--- src/rtl/wiper_ctrl.sv ---
module wiper_ctrl #(
  parameter int TAPS         = 100,
  parameter int STORE_CYCLES = 1000,
  parameter int DEFAULT_POS  = 49,
  localparam int PW = $clog2(TAPS),
  localparam int CW = $clog2(STORE_CYCLES + 1)
) (
  input  logic            clk,
  input  logic            rst_n,
  input  logic            nv_clear_n,
  input  logic            sel_n,
  input  logic            dir_up,
  input  logic            step,
  output logic [PW-1:0]   wiper,
  output logic [TAPS-1:0] tap_sel,
  output logic            busy
);
  localparam logic [PW-1:0] TOP = PW'(TAPS - 1);

  logic [2:0]    sel_sh, step_sh;
  logic [1:0]    dir_sh;
  logic [PW-1:0] nv_q, recall;
  logic [CW-1:0] busy_cnt;

  always_ff @(posedge clk) begin
    if (!rst_n) begin
      sel_sh  <= '1;
      step_sh <= '0;
      dir_sh  <= '0;
    end else begin
      sel_sh  <= {sel_sh[1:0], sel_n};
      step_sh <= {step_sh[1:0], step};
      dir_sh  <= {dir_sh[0], dir_up};
    end
  end

  wire idle      = (busy_cnt == '0);
  wire step_fall = step_sh[2] & ~step_sh[1];
  wire sel_rise  = ~sel_sh[2] & sel_sh[1];
  wire do_step   = idle & step_fall & ~sel_sh[1];
  wire do_store  = idle & sel_rise & step_sh[1];

  assign recall = (nv_q > TOP) ? TOP : nv_q;

  always_ff @(posedge clk) begin
    if (!nv_clear_n)
      nv_q <= PW'(DEFAULT_POS);
    else if (do_store)
      nv_q <= wiper;
  end

  always_ff @(posedge clk) begin
    if (!rst_n)
      wiper <= recall;
    else if (do_step) begin
      if (dir_sh[1])
        wiper <= (wiper == TOP) ? wiper : wiper + 1'b1;
      else
        wiper <= (wiper == '0) ? wiper : wiper - 1'b1;
    end
  end

  always_ff @(posedge clk) begin
    if (!rst_n)
      busy_cnt <= '0;
    else if (do_store)
      busy_cnt <= CW'(STORE_CYCLES);
    else if (!idle)
      busy_cnt <= busy_cnt - 1'b1;
  end

  assign busy    = ~idle;
  assign tap_sel = TAPS'(1) << wiper;
endmodule

--- config.mk ---
export PLATFORM = sky130hd
export DESIGN_NAME = wiper_ctrl
export DESIGN_NICKNAME = d
export VERILOG_FILES = /design/src/rtl/wiper_ctrl.sv
export SDC_FILE = /design/constraint.sdc
export NUM_CORES = 1
export LEC_CHECK = 0
export BUFFER_PORTS_ARGS = -buffer_cell sky130_fd_sc_hd__buf_4
export CAP_MARGIN = 20
export CORE_MARGIN = 1.5
export CORE_UTILIZATION = 50
export DETAILED_ROUTE_END_ITERATION = 6
export PLACE_DENSITY_LB_ADDON = 0.05
export REMOVE_ABC_BUFFERS = 1
export SYNTH_ARGS = -nofsm -noshare
export SYNTH_HDL_FRONTEND = slang
export SYNTH_SLANG_ARGS = --single-unit
--- constraint.sdc ---
create_clock -name clk -period 3.4 [get_ports clk]
set_input_delay 0.51 -clock clk [delete_from_list [all_inputs] [get_ports clk]]
set_output_delay 0.51 -clock clk [all_outputs]
set_load 0.005 [all_outputs]
Yosys cells after proc, flatten, opt, wreduce, memory -nomap -nowiden --
Cells that the tools add are included.
Storage, ports and cells: flip-flop bits (word level) 32, logic and storage cells 40, output and inout bits 108
Operators by class: add/sub/neg operators 3, shift operators 1, bitwise gates (word level) 11, equality and inequality tests 5, $lt $le $gt $ge 1, reduce and logical (&&, ||, !) cells 4, mux-type cells 8
Operator list (count):
- $shl 1x7->100 const A | 1
- $mux 7 | 6
- $mux 10 | 2
- $logic_not 10->1 | 1
- $sub 10x1->10 const B | 1
- $add 7x1->7 const B | 1
- $eq 7x7->1 const B | 1
- $gt 7x7->1 const B | 1
- $logic_not 7->1 | 1
- $sub 7x1->7 const B | 1
- $and 1x1->1 | 6
- $ne 3x3->1 const B | 2
- $not 1->1 | 5
- $ne 2x1->1 const B | 2
- $reduce_and 3->1 | 1
- $reduce_or 2->1 | 1

Depth between registers and ports, before layout --
Gate-level depths: netlist of run 1.
depth in word-level cells 6, depth in mapped cells 8, gate-level depth less buffers 6

Worst setup path before layout of run 1 --
No wires, ideal clock.
path type reg-to-reg, start reg busy_cnt[0], end reg wiper[0], enable pin, setup slack 1254 ps, data arrival time 1762 ps, stages on the path, launching flop included 7, path buffers 1, data required time 3017 ps, cells stage by stage dfxtp_1 > inv_1 > ha_1 > nor2b_1 > clkbuf_1 > nand3_2 > o31ai_1
On the way: longest elaborated chain between the ends 5
Ends and longest elaborated chain:
- start: declaration | RTL line 23 | logic [CW-1:0] busy_cnt;
- start signal: assignment | RTL line 67 | busy_cnt <= CW'(STORE_CYCLES);
- start signal: assignment | RTL line 69 | busy_cnt <= busy_cnt - 1'b1;
- $logic_not 10->1 | RTL line 37 | wire idle = (busy_cnt == '0);
- $and 1x1->1 (2 in a row) | RTL line 40 | wire do_step = idle & step_fall & ~sel_sh[1];
- $ne 2x1->1 (no line)
- $reduce_and 3->1 (no line)
- end signal: assignment | RTL line 54 | wiper <= recall;
- end signal: assignment | RTL line 57 | wiper <= (wiper == TOP) ? wiper : wiper + 1'b1;
- end signal: assignment | RTL line 59 | wiper <= (wiper == '0) ? wiper : wiper - 1'b1;
- end: declaration | RTL line 14 | output logic [PW-1:0] wiper,
Every way passes these cells. A chain may end at the register's enable or synchronous reset.

Worst setup path after layout of run 1 --
start reg wiper[0], end out tap_sel[97]
On the way: longest elaborated chain between the ends 1
Ends and longest elaborated chain:
- $shl 1x7->100 | RTL line 73 | assign tap_sel = TAPS'(1) << wiper;
- end: declaration | RTL line 15 | output logic [TAPS-1:0] tap_sel,
Every way passes these cells.

==> results of run 1 <==
[cells by family (layout without fill, tap and decap cells)]
kind of cell,count (synthesis),in the layout
simple gates,224,224
compound gates,43,43
flops,32,32
buf+inv,22,126
fa+ha+maj,7,7
xor+xnor,3,3
mux,2,2
[metal layers]
| metal | global-route usage [%] | up-vias | share of wire [%] |
|---|---|---|---|
| li1 | - | 1328 | - |
| met1 | 29.5 | 1231 | 38 |
| met2 | 51.5 | 106 | 53 |
| met3 | 6.64 | 16 | 7.2 |
| met4 | 10.5 | 0 | 1.9 |
| met5 | 0 | - | 0 |
[state kept, by name (all words and copies together) (netlist names)]
register / count
step_sh: 3
dir_sh: 2
nv_q: 7
busy_cnt: 10
wiper: 7
sel_sh: 3
[critical path, cell delays in order (launching register included)]
cell and delay, ns:
sky130_fd_sc_hd__edfxtp_1 0.71, sky130_fd_sc_hd__nor2b_1 0.33, sky130_fd_sc_hd__nand2_1 0.15, sky130_fd_sc_hd__or2_2 0.34, sky130_fd_sc_hd__nor2_1 0.10, sky130_fd_sc_hd__buf_4 0.12
[layout make-up]
cell class              count  area [um2]
clock inverters             3        37.5
well taps                  52        65.1
inverters                   4        15.0
fillers                   373        1150
flip-flops and latches     32         711
multi-input cells         279        1450
clock buffers               5        68.8
repair buffers            114         856
[Yosys cell counts (2+ instances only)]
cell	n
sky130_fd_sc_hd__inv_1	4
sky130_fd_sc_hd__ha_1	6
sky130_fd_sc_hd__nand3_1	19
sky130_fd_sc_hd__xor2_1	2
sky130_fd_sc_hd__a21o_1	2
sky130_fd_sc_hd__or2_2	4
sky130_fd_sc_hd__edfxtp_1	7
sky130_fd_sc_hd__nor2_1	115
sky130_fd_sc_hd__dfxtp_1	25
sky130_fd_sc_hd__a21oi_1	5
sky130_fd_sc_hd__nor3_1	9
sky130_fd_sc_hd__clkbuf_1	16
sky130_fd_sc_hd__nand2_1	39
sky130_fd_sc_hd__o21ai_0	9
sky130_fd_sc_hd__o311ai_0	2
sky130_fd_sc_hd__o21bai_1	2
sky130_fd_sc_hd__nand4_1	4
sky130_fd_sc_hd__nor2b_1	8
sky130_fd_sc_hd__a21boi_0	3
sky130_fd_sc_hd__a211oi_1	11
sky130_fd_sc_hd__and2_1	7
sky130_fd_sc_hd__and4_1	2
sky130_fd_sc_hd__nand2b_1	10
[worst max-delay path by stage]
stage / startpoint / to / slack, ns
after CTS: wiper[0] / tap_sel[97] / 0.84
final: wiper[0] / tap_sel[97] / 0.85
after global placement: wiper[1] / tap_sel[34] / 1.19
after floorplan: busy_cnt[0] / wiper[0] / 1.22
after detailed placement: wiper[0] / tap_sel[97] / 1.17
after global routing: wiper[0] / tap_sel[97] / 0.65
[metrics by stage]
stage                     power (mW)  util (%)  hold slack, ns  area, um2  instances
after floorplan                0.986         -           0.386       2180        315
after global placement          1.13      71.1           0.389       3100        481
after detailed placement        1.15      71.1           0.397       3100        481
after CTS                       1.51      73.6           0.403       3200        489
after global routing            1.61      73.6           0.414       3200        489
final                           1.51      73.6           0.402       3200        489
[power by group through the flow]
stage | registers (mW) | logic (mW) | clock network, mW
floorplan | 0.540 | 0.446 | 0
global placement | 0.557 | 0.573 | 0
detailed placement | 0.559 | 0.591 | 0
CTS | 0.554 | 0.599 | 0.359
global route | 0.568 | 0.671 | 0.372
finish | 0.558 | 0.603 | 0.349
==> reports/summary.md, run 1 <==
In the final design database the tool counted 449 nets. For the number of antenna violations at the first check in global routing, the log shows 0. The actual transition at the worst max-transition pin was 0.735 ns. Among all flip-flop cells after synthesis, the most frequent one is sky130_fd_sc_hd__dfxtp_1. Data arrives at the worst endpoint at 2.04 ns. In this run the remaining antenna-violating nets after routing total 0.

Setup repair after global routing left no endpoint under its margin. The clock network accounts for 23.1% of the total power. Dividing total power by cell area gives a power density of 471 mW/mm2. The number of cells on the worst reg-to-reg path is 5.

The run gives 24 as the standard-cell row count. The top cell types in the final layout, fill and taps aside, are 115 x sky130_fd_sc_hd__nor2_1, 114 x sky130_fd_sc_hd__buf_4, 39 x sky130_fd_sc_hd__nand2_1. For this run the aggregate overflow at the end of global routing stands at 0. For the post-synth design cell area, the log shows 0.00225 mm2.

After the first detailed-routing iteration, the DRC count stood at 148. The worst register-to-register path ends at wiper[6]. Counting along the longest clock path gives a buffer depth of 2.

The tools report the max-cap check violation count as 0. The worst hold path stage count was 1; the peak fanout along the critical path was 18. The run gives 0 as the post-CTS resize count. The hold violation total from the final report was 0. The tools report the number of pins exceeding their max-slew limit in the final report as 0. The setup check on the worst reg-to-reg path leaves a slack of 1.26 ns.

The type of the tightest min-delay check is reg -> reg. Summing the areas of all xor and xnor instances in the mapped netlist gives 1.17% of the synthesized area. The worst register-to-register path begins at wiper[0]. Counting I/O delays and the setup requirement, the final critical path takes 2.55 ns. Static timing analysis puts the maximum clock frequency at 392 MHz. The core region is 0.00435 mm2. TritonCTS built the clock tree.

Source-to-sink clock delay at the later pin of the worst-skew pair: 0.28 ns. The number of antenna diodes in the final layout is 0. The number of buffers inserted for hold repair after clock tree synthesis was 0. The CTS root buffer is sky130_fd_sc_hd__clkbuf_8. Of the available clock period, the critical path in the final layout requires 75.1%.

In this run, synthesis inferred 7 flip-flops with an integrated enable. Data on the critical path is required at its endpoint by 2.89 ns. The routed layout has 2,681 vias. For the floorplan die area, the log shows 0.00492 mm2. The overall die height is 70.1 um. From left edge to right edge, the die measures 70.1 um. The run gives 114 as the top-level port count. Across the routed clock network, the largest skew measured is 0.00822 ns.

The library cell used most frequently in the layout, excluding fill and tap cells, is sky130_fd_sc_hd__nor2_1. The run gives 0 as the number of buffers inserted to repair setup after CTS. Of the post-synthesis cell area, the part taken by muxes is 0.944%. After synthesis, the largest family of logic cells by area is simple AND/OR/NAND/NOR gates. STA classifies the critical path startpoint as a flip-flop. The first detailed-routing pass ran for 4 iterations. Ranked by total cell area, the synthesized netlist is headed by sky130_fd_sc_hd__dfxtp_1 22%, sky130_fd_sc_hd__nor2_1 19%, sky130_fd_sc_hd__edfxtp_1 9.3%.

The wire length of the first global-routing pass is 11,200 um, and the number of instances in the synthesized netlist is 333. In this run the most critical hold path is launched from sel_sh[0]. The internal power of the cells totals 929 uW. After synthesis, the share of flip-flops with an asynchronous set or reset is 0%. OpenSTA, run right after detailed placement, puts the worst setup slack at 1.17 ns. The tools report the global router's overall resource usage as 27.5%.

The switching fraction of total power works out to 38.5%. Once the floorplan was initialized, standard cells occupied 51.7% of the core. The H-tree was split into 2 levels. For this run, design rule violations remaining after detail routing come to 0. Relative to the synthesized area, the layout overhead comes to 42.3%.

The number of different library cells used by synthesis comes to 45. Cell type with the largest total area after synthesis: sky130_fd_sc_hd__dfxtp_1. The synthesized netlist devotes 13.3% of its cell area to compound gates.

The run gives 5200 um as the HPWL after detailed placement. For the static power due to leakage, the log shows 1.42 nW. For this run, the number of Yosys warnings is 0. The synthesized netlist devotes 4.22% of its cell area to adder and majority cells. The run gives 31.6% as the share of the yosys chip area belonging to registers.

Each instance of the synthesized netlist takes up on average 6.76 um2. The area share of and/or/nand/nor cells after synthesis is 44.8%. During placement, the flow inserted port buffers numbering 113. Per report_power, the combinational group accounts for 40.0% of the total. The portion of synthesized cell area occupied by the leading cell type was 22.2%. The worst hold endpoint was sel_sh[1]. After layout, the worst setup slack is 0.848 ns. Buffers inserted during clock tree synthesis total 5.

The worst setup path is captured at an output port. The tools report the worst relative slew slack as 50.6%. Synthesis inferred 32 register bits.

Fraction of final layout cells sized beyond drive strength 1: 29.3%. After detailed routing, the number of vias per cell comes to 5.48. Of the total power, registers draw 36.9%. The mean routed wirelength per cell works out to 14.0 um.

For this block, the routed nets add up to 6840 um of wire. The critical path in this run is classified as reg -> out. The run finished with clean final reports. For this design, the sink count on the clock tree is 32.

Entering global routing, the biggest net connects 22 pins. The switching power of the nets came out at 582 uW. Setup violations remaining at the end of the flow were counted as 0. The logs give 2,444 for the number of global-route vias before repair and 0.848 for the placer's final routability congestion estimate. After clock tree synthesis, the clock-pin slew on the worst setup and hold paths is 0.07 ns. The tools report the total negative setup slack as 0 ns. VDD sags by at most 0.694 mV.
Note: power is estimated with default switching activity, not from simulation.
==> run 2, diff against run 1 <==
--- a/config.mk
+++ b/config.mk
@@ -5,10 +5,11 @@
 export SDC_FILE = /design/constraint.sdc
 export NUM_CORES = 1
 export LEC_CHECK = 0
+export ABC_AREA = 1
 export BUFFER_PORTS_ARGS = -buffer_cell sky130_fd_sc_hd__buf_4
 export CAP_MARGIN = 20
 export CORE_MARGIN = 1.5
-export CORE_UTILIZATION = 50
+export CORE_UTILIZATION = 48
 export DETAILED_ROUTE_END_ITERATION = 6
 export PLACE_DENSITY_LB_ADDON = 0.05
 export REMOVE_ABC_BUFFERS = 1
==> constraint.sdc (replaced) <==
create_clock -name clk -period 2.7 [get_ports clk]
set_input_delay 0.405 -clock clk [delete_from_list [all_inputs] [get_ports clk]]
set_output_delay 0.405 -clock clk [all_outputs]
set_load 0.005 [all_outputs]
==> run 2 against run 1 <==
  * Total power increased by 30%
  * Worst setup slack got worse by 0.55 ns
  * Non-clock buffer count increased by 9
  * Global-route usage increased by 0.059 points
  * Largest power group unchanged
  * Design area increased by 11%
  * Core utilization decreased by 4.2 points
  * Synthesized area increased by 13%
  * Critical path depth increased by 2
==> reports/summary.md, run 2 <==
The run finished with clean final reports. Cells with a size suffix above 1 make up 28.7% of the layout. The register with the most flip-flops in the layout has 10 of them. The share of the Yosys chip area taken by registers is 27.9%.

The peak fanout along the critical path was 12. The clock arrives with 0.00672 ns of skew. Dividing total power by cell area gives a power density of 554 mW/mm2. The number of H-tree levels is 2.

The largest registers in the layout are busy_cnt: 10 flops, nv_q: 7 flops, wiper: 7 flops. busy_cnt holds more flip-flops than any other register. Per report_power, the sequential group accounts for 33.3% of the total. In the post-synthesis netlist, the biggest area contributors are sky130_fd_sc_hd__dfxtp_1 20%, sky130_fd_sc_hd__nor2_1 16%, sky130_fd_sc_hd__nand2_1 11%.

In this run the deepest clock path goes through 2 buffers. The share of total power dissipated in the clock network is 22.3%. Global router's overall resource usage: 27.6%. The analysis attributes to cell leakage a power of 1.79 nW. The worst register-to-register path ends at wiper[3]. The overall power of the completed layout is 1.96 mW. Summing every instance area after synthesis gives 0.00255 mm2.

Among the stages of the critical path, the cell type that occurs most often is sky130_fd_sc_hd__nor2_1. In this run the register-to-register setup slack is 0.57 ns. Leaving out fill and tap cells, the most frequent cell in the layout is sky130_fd_sc_hd__buf_4.

For this design, the slowest cell found on the critical path is sky130_fd_sc_hd__edfxtp_1. Row generation in the floorplan step produced 26 rows. Worst hold path stage count: 3.

Net count reported at finish: 534. In the layout the commonest cells are 123 x sky130_fd_sc_hd__buf_4, 109 x sky130_fd_sc_hd__nor2_1, 74 x sky130_fd_sc_hd__nand2_1. Counting flops and latches in the post-synthesis netlist gives 32.

The area growth from synthesis to layout works out to 39.0%. The number of remaining DRC errors came out at 0. The die is 75.9 um tall. At the end of routability-driven placement, the weighted congestion stood at 0.880.

After clock tree synthesis, the flow added hold-fix buffers numbering 0. Counting flops with a built-in enable in the synthesized netlist gives 7. The critical path goes through buf_4 -> nor2_1 -> nand2_1 -> nor2_1 -> nand2_1 -> nor2_1 -> buf_4. The cell type group with the largest total delay on the critical path is simple AND/OR/NAND/NOR gates.

The total negative setup slack is 0 ns. After detailed routing, the average wire length per cell comes to 13.8 um. IR analysis of the VDD net gives a maximum drop of 0.521 mV. Combinational logic is responsible for 44.4% of the overall power.

The highest cell delay on the worst timing path came out at 0.50 ns. The fmax is 417 MHz. The CTS root buffer is sky130_fd_sc_hd__clkbuf_8.

The worst setup path is captured at an output port. TritonCTS built the clock tree. The tools report the largest net degree at the start of global routing as 33. The worst register-to-register path begins at busy_cnt[0].

Once the clock tree was built, the resizer swapped 0 gates to a different size. The switching fraction of total power is 43.2%. Setup repair after global routing left no endpoint under its margin. The HPWL after detailed placement is 6230 um. After synthesis, the most frequently instantiated cells are 109 x sky130_fd_sc_hd__nor2_1, 74 x sky130_fd_sc_hd__nand2_1, 36 x sky130_fd_sc_hd__inv_1.

The share of the clock period used by the worst path after layout works out to 88.9%. The actual transition at the worst max-transition pin came out at 0.664 ns. The first TritonRoute pass finished after 5 iterations. Of the post-synthesis cell area, the part taken by muxes is 0%. The worst relative slew slack was 55.4%.

The pre-CTS worst setup slack was 0.582 ns; the synthesized-area fraction occupied by ao, oa, aoi and oai cells was 4.32%. The share of synthesized registers carrying an async set or reset was 0%. The number of distinct standard cells referenced by the synthesized netlist is 37.

The worst hold endpoint was step_sh[0]. After Yosys synthesis, full adders, half adders and majority gates account for 3.73% of the synthesized area. The number of nets still failing antenna checks after routing was 0.

STA classifies the critical path startpoint as a flip-flop. The tightest min-delay check is of the in -> reg type. The cell type with the largest total area after synthesis is sky130_fd_sc_hd__dfxtp_1. The max-cap check violation count was 0; the via count was 3,185.

The area share of and/or/nand/nor cells after synthesis works out to 52.7%. In the post-synthesis netlist, the cell with the most instances is sky130_fd_sc_hd__nor2_1. Internal power comes to 1.12 mW. The via-per-instance ratio was 5.38; the number of buffers created by CTS was 5. The first global-routing pass estimated 13,200 um of wire. The starting utilization of the core area is 50.0%, and the violation count after the first detailed-route iteration is 166. Among all flip-flop cells after synthesis, the most frequent one is sky130_fd_sc_hd__dfxtp_1. Setup violations remaining at the end of the flow were counted as 0. A synthesized cell averages 6.09 um2. For the top-level port count, the log shows 114. The launch point of the worst hold path is step. Of the total synthesized cell area, the portion taken by XOR and XNOR cells is 0.687%. The logs give 419 for the number of instances in the synthesized netlist and 850 uW for the switching power of the nets.

For the number of pins exceeding their max-slew limit in the final report, the log shows 0. After clock tree synthesis, the clock-pin slew on the worst setup and hold paths is 0.07 ns. The hold violation total from the final report is 0. The tools report the aggregate routed wire length as 8180 um. The run gives 2,755 as the number of global-route vias before repair. Placeable core region: 0.00511 mm2.

The count of yosys warnings during synthesis is 0, and the aggregate global routing overflow is 0. For the worst-skew pair, the clock arrives at the later sink with an insertion delay of 0.29 ns. The number of buffers inserted to repair setup after CTS was 0; the port buffer count was 113.

Largest family of logic cells by synthesized area: simple AND/OR/NAND/NOR gates. The worst path needs 2.40 ns of the cycle, external delays included. In this run the biggest area consumer among cell types represents 19.6% of the synthesized area. Setup slack closes at 0.299 ns.

The tools report the number of antenna diodes as 0. The tools report the number of antenna violations at the first check in global routing as 0. Counting both buffers and inverters, the worst setup path holds a total of 2.

The tools report the floorplan die area as 0.00576 mm2. The arrival time at the worst endpoint is 2.00 ns, and the die outline width is 75.9 um. Measured in cells, the most critical reg-to-reg path has a length of 8.

The setup path with the least slack is of type reg -> out. The clock net in this run drives a total of 32 sinks. At the worst endpoint, the required time is 2.30 ns.
-- run 2: cell count changes after synthesis, sizes merged, moves of 8 or more --
cell / before / now
nand2: 39 / 77
inv: 4 / 38
nand4: 4 / 26
nor3: 9 / 23
nand3: 20 / 33
a211oi: 12 / 0
buf: 2 / 13
nand2b: 10 / 0
nor2b: 8 / 0
-- run 2: layer usage --
layer  track usage, %  vias up  part of all wire, %
met5                0        -                    0
met4             7.22        0                  2.4
met3             5.06       19                  8.2
met2             48.6      158                   49
met1             34.5     1436                   41
li1                 -     1572                    -
-- run 2: worst max path at each step --
stage / start / to / slack, ns / cells after the start
floorplan: wiper[6] / tap_sel[40] / -0.33 / 3
global placement: wiper[2] / wiper[4] / 0.66 / 8
detailed placement: busy_cnt[0] / wiper[2] / 0.58 / 8
CTS: wiper[3] / tap_sel[64] / 0.31 / 7
global route: wiper[2] / tap_sel[64] / 0.05 / 6
finish: wiper[3] / tap_sel[64] / 0.30 / 7
-- run 2: tightest hold or removal path, cell delays in order --
cell	delay, ns
sky130_fd_sc_hd__buf_4	0.07
sky130_fd_sc_hd__nand2_1	0.04
sky130_fd_sc_hd__inv_1	0.04
-- run 2: metrics by stage --
stage / hold slack [ns] / std cells / util (%) / cell area [um2]
after global routing: 0.289 / 592 / 69.4 / 3550
after global placement: 0.394 / 584 / 67.3 / 3440
after detailed placement: 0.398 / 584 / 67.3 / 3440
final: 0.293 / 592 / 69.4 / 3550
after CTS: 0.289 / 592 / 69.4 / 3550
after floorplan: 0.390 / 391 / - / 2420
-- run 2: final cells by class --
class / count / area [um2]
multi-input cells: 320 / 1570
fillers: 453 / 1560
repair buffers: 123 / 923
flip-flops and latches: 32 / 711
inverters: 39 / 146
clock buffers: 6 / 93.8
well taps: 70 / 87.6
clock inverters: 2 / 16.3
-- run 2: logic make-up (layout without fill, tap and decap cells) --
logic type / count (synthesis) / in the layout
AND/OR/NAND/NOR: 291 / 291
adder cells (fa/ha/maj): 7 / 7
XOR/XNOR: 2 / 2
AO/OA/AOI/OAI: 20 / 20
flip-flops: 32 / 32
buffers and inverters: 67 / 170
-- run 2: power groups by stage --
stage	Sequential, mW	Clock, mW	Combinational, mW
after global routing	0.665	0.464	0.972
final	0.654	0.438	0.872
after detailed placement	0.662	0	0.865
after global placement	0.660	0	0.830
after CTS	0.651	0.443	0.868
after floorplan	0.658	0	0.616
==> run 3, diff against run 2 <==
--- a/config.mk
+++ b/config.mk
@@ -12,6 +12,7 @@
 export CORE_UTILIZATION = 48
 export DETAILED_ROUTE_END_ITERATION = 6
 export PLACE_DENSITY_LB_ADDON = 0.05
+export RECOVER_POWER = 25
 export REMOVE_ABC_BUFFERS = 1
 export SYNTH_ARGS = -nofsm -noshare
 export SYNTH_HDL_FRONTEND = slang
==> run 3 against run 2 <==
  * Clock-buffer cell count stayed put
  * Core utilization is 0.66 points lower
  * Design area is 0.95% lower
  * Largest cell class unchanged
  * Hold slack hardly changed
  * Final cell count stayed put
==> reports/summary.md, run 3 (synthesized netlist as in run 2, its figures left out) <==
In the layout the commonest cells are 116 x sky130_fd_sc_hd__buf_4, 110 x sky130_fd_sc_hd__nor2_1, 75 x sky130_fd_sc_hd__nand2_1. The actual transition at the worst max-transition pin is 0.913 ns. After the first detailed-routing iteration, the DRC count stood at 162. The number of buffers and inverters on the critical path is 2. 0 antenna diodes ended up in the layout.

The tools report the hold violation total from the final report as 0. For this run, design rule violations remaining after detail routing come to 0. Cell type group with the largest total delay on the critical path: buffers and inverters. In this run the worst hold path is classified as in -> reg.

The largest registers in the layout are busy_cnt: 10 flops, nv_q: 7 flops, wiper: 7 flops. The logs give 4 for the detailed-routing iteration count for the pre-antenna-repair pass and 0 for the number of pins exceeding their max-slew limit in the final report. The worst path uses 95.0% of the clock period. The run gives 2,755 as the number of global-route vias before repair.

The mean routed wirelength per cell is 13.8 um, and the global router's overall resource usage is 27.6%. Setup repair after global routing left no endpoint under its margin. The largest net degree at the start of global routing is 33, and the clock transition at the registers of the reported paths is 0.07 ns.

Power spread over the standard cell area amounts to 552 mW/mm2. The tools report the CTS sink count as 32. After floorplanning, the core was sized to cover 0.00511 mm2. The flow ran to the end, and the final reports show no timing, DRC or antenna violations. Gates resized during post-CTS repair numbered 0.

Measured in cells, the most critical reg-to-reg path has a length of 8. The overall die height is 75.9 um, and the floorplan die area is 0.00576 mm2. The first global-routing pass estimated 13,200 um of wire. The worst setup path is of the reg -> out kind. The critical path goes through clkbuf_1 -> nand4_1 -> nor3_1 -> buf_4.

The total stage count of the critical path came out at 4. The number of filler cells placed in the layout is 456. The slowest stage of the critical path is the sky130_fd_sc_hd__clkbuf_1 cell. The library cell used most frequently in the layout, excluding fill and tap cells, is sky130_fd_sc_hd__buf_4. The number of buffers inserted for hold repair after clock tree synthesis came out at 0. The fmax came out at 390 MHz. The area growth from synthesis to layout is 37.7%. The worst relative slew slack is 39.1%, and the number of antenna violations at the first check in global routing is 0. The top register by number of flip-flops was busy_cnt. The starting utilization of the core area was 50.0%. Nature of the critical path startpoint: a flip-flop. Endpoint kind of the worst setup timing path: an output port. For the worst-skew pair, the clock arrives at the later sink with an insertion delay of 0.29 ns.

The aggregate routed wire length came out at 8200 um. The overall power of the completed layout was 1.94 mW. In this run, CTS created clock tree buffers numbering 5.

At the worst endpoint, the required time is 2.30 ns. In this run the post-CTS setup repair buffer count came out at 0. The number of nets still failing antenna checks after routing is 0, and the maximum ir drop on the vdd rail is 0.519 mV. After floorplanning, the core was divided into 26 placement rows.

For the top-level port count, the log shows 114. Using the TritonRoute via totals, the vias-per-cell ratio works out to 5.36. The flip-flop count of the largest register after layout was 10.

The logs give 0 for the aggregate global routing overflow and 0.292 ns for the final hold slack. The final layout contains 534 nets. The placer's final routability congestion estimate is 0.880, and the arrival time at the worst endpoint is 2.16 ns.

Once detailed placement completed, the half-perimeter wirelength came to 6230 um. The tools report the total setup violations reported at the end of the flow as 0. The max-cap check violation count came out at 0. The clock tree skew after final layout came out at 0.00551 ns. The tools report the CTS root buffer as sky130_fd_sc_hd__clkbuf_8. Highest cell delay on the worst timing path: 0.72 ns.

Counting along the longest clock path gives a buffer depth of 2. The smallest clock period supported by the final layout is computed as 2.56 ns. The die outline width came out at 75.9 um.

The peak fanout along the critical path was 21. For this design the static power due to leakage is 1.77 nW. The worst hold path stage count was 3; the fraction of final layout cells sized beyond drive strength 1 was 27.6%.

The number of H-tree levels is 2, and the port buffer count is 113. TritonCTS built the clock tree. Detailed routing inserted a total of 3,174 vias.
-- run 3: final timing paths --
| kind | endpoint | slack (ns) | start |
|---|---|---|---|
| max | tap_sel[20] | 0.14 | wiper[4] |
| min | step_sh[0] | 0.29 | step |
| min reg2reg | sel_sh[1] | 0.42 | sel_sh[0] |
| max reg2reg | wiper[3] | 0.42 | busy_cnt[0] |
-- run 3: area by class of cell --
cell class,count,area [um2],area share (%)
multi-input combinational,320,1550,44.0
timing repair buffer,123,912,26.0
sequential,32,711,20.2
inverter,39,146,4.17
clock buffer,6,93.8,2.67
tap,70,87.6,2.49
clock inverter,2,16.3,0.463
-- run 3: worst min-delay path, cell delays in order --
cell and delay (ns):
sky130_fd_sc_hd__buf_4 0.08, sky130_fd_sc_hd__nand2_1 0.04, sky130_fd_sc_hd__inv_1 0.04
-- run 3: metal layers --
layer | vias up | track usage [%] | wire [um]
met5 | - | 0 | 0
met4 | 0 | 7.22 | 186
met3 | 19 | 5.06 | 561
met2 | 139 | 48.6 | 4000
met1 | 1450 | 34.5 | 3450
li1 | 1566 | - | -
-- run 3: per-stage QoR --
stage	util, %	setup WS [ns]	TNS, ns	cell area, um2	cells
floorplan	-	-0.326	-10.92	2420	391
global placement	67.3	0.662	0	3440	584
detailed placement	67.3	0.582	0	3440	584
CTS	69.4	0.308	0	3550	592
global route	68.8	0.0271	0	3510	592
finish	68.8	0.136	0	3510	592
-- run 3: report_power, final --
part | switching [mW] | internal, mW | total, mW
clock network | 0.199 | 0.241 | 0.440
logic | 0.558 | 0.291 | 0.849
registers | 0.0778 | 0.571 | 0.649
total | 0.835 | 1.10 | 1.94
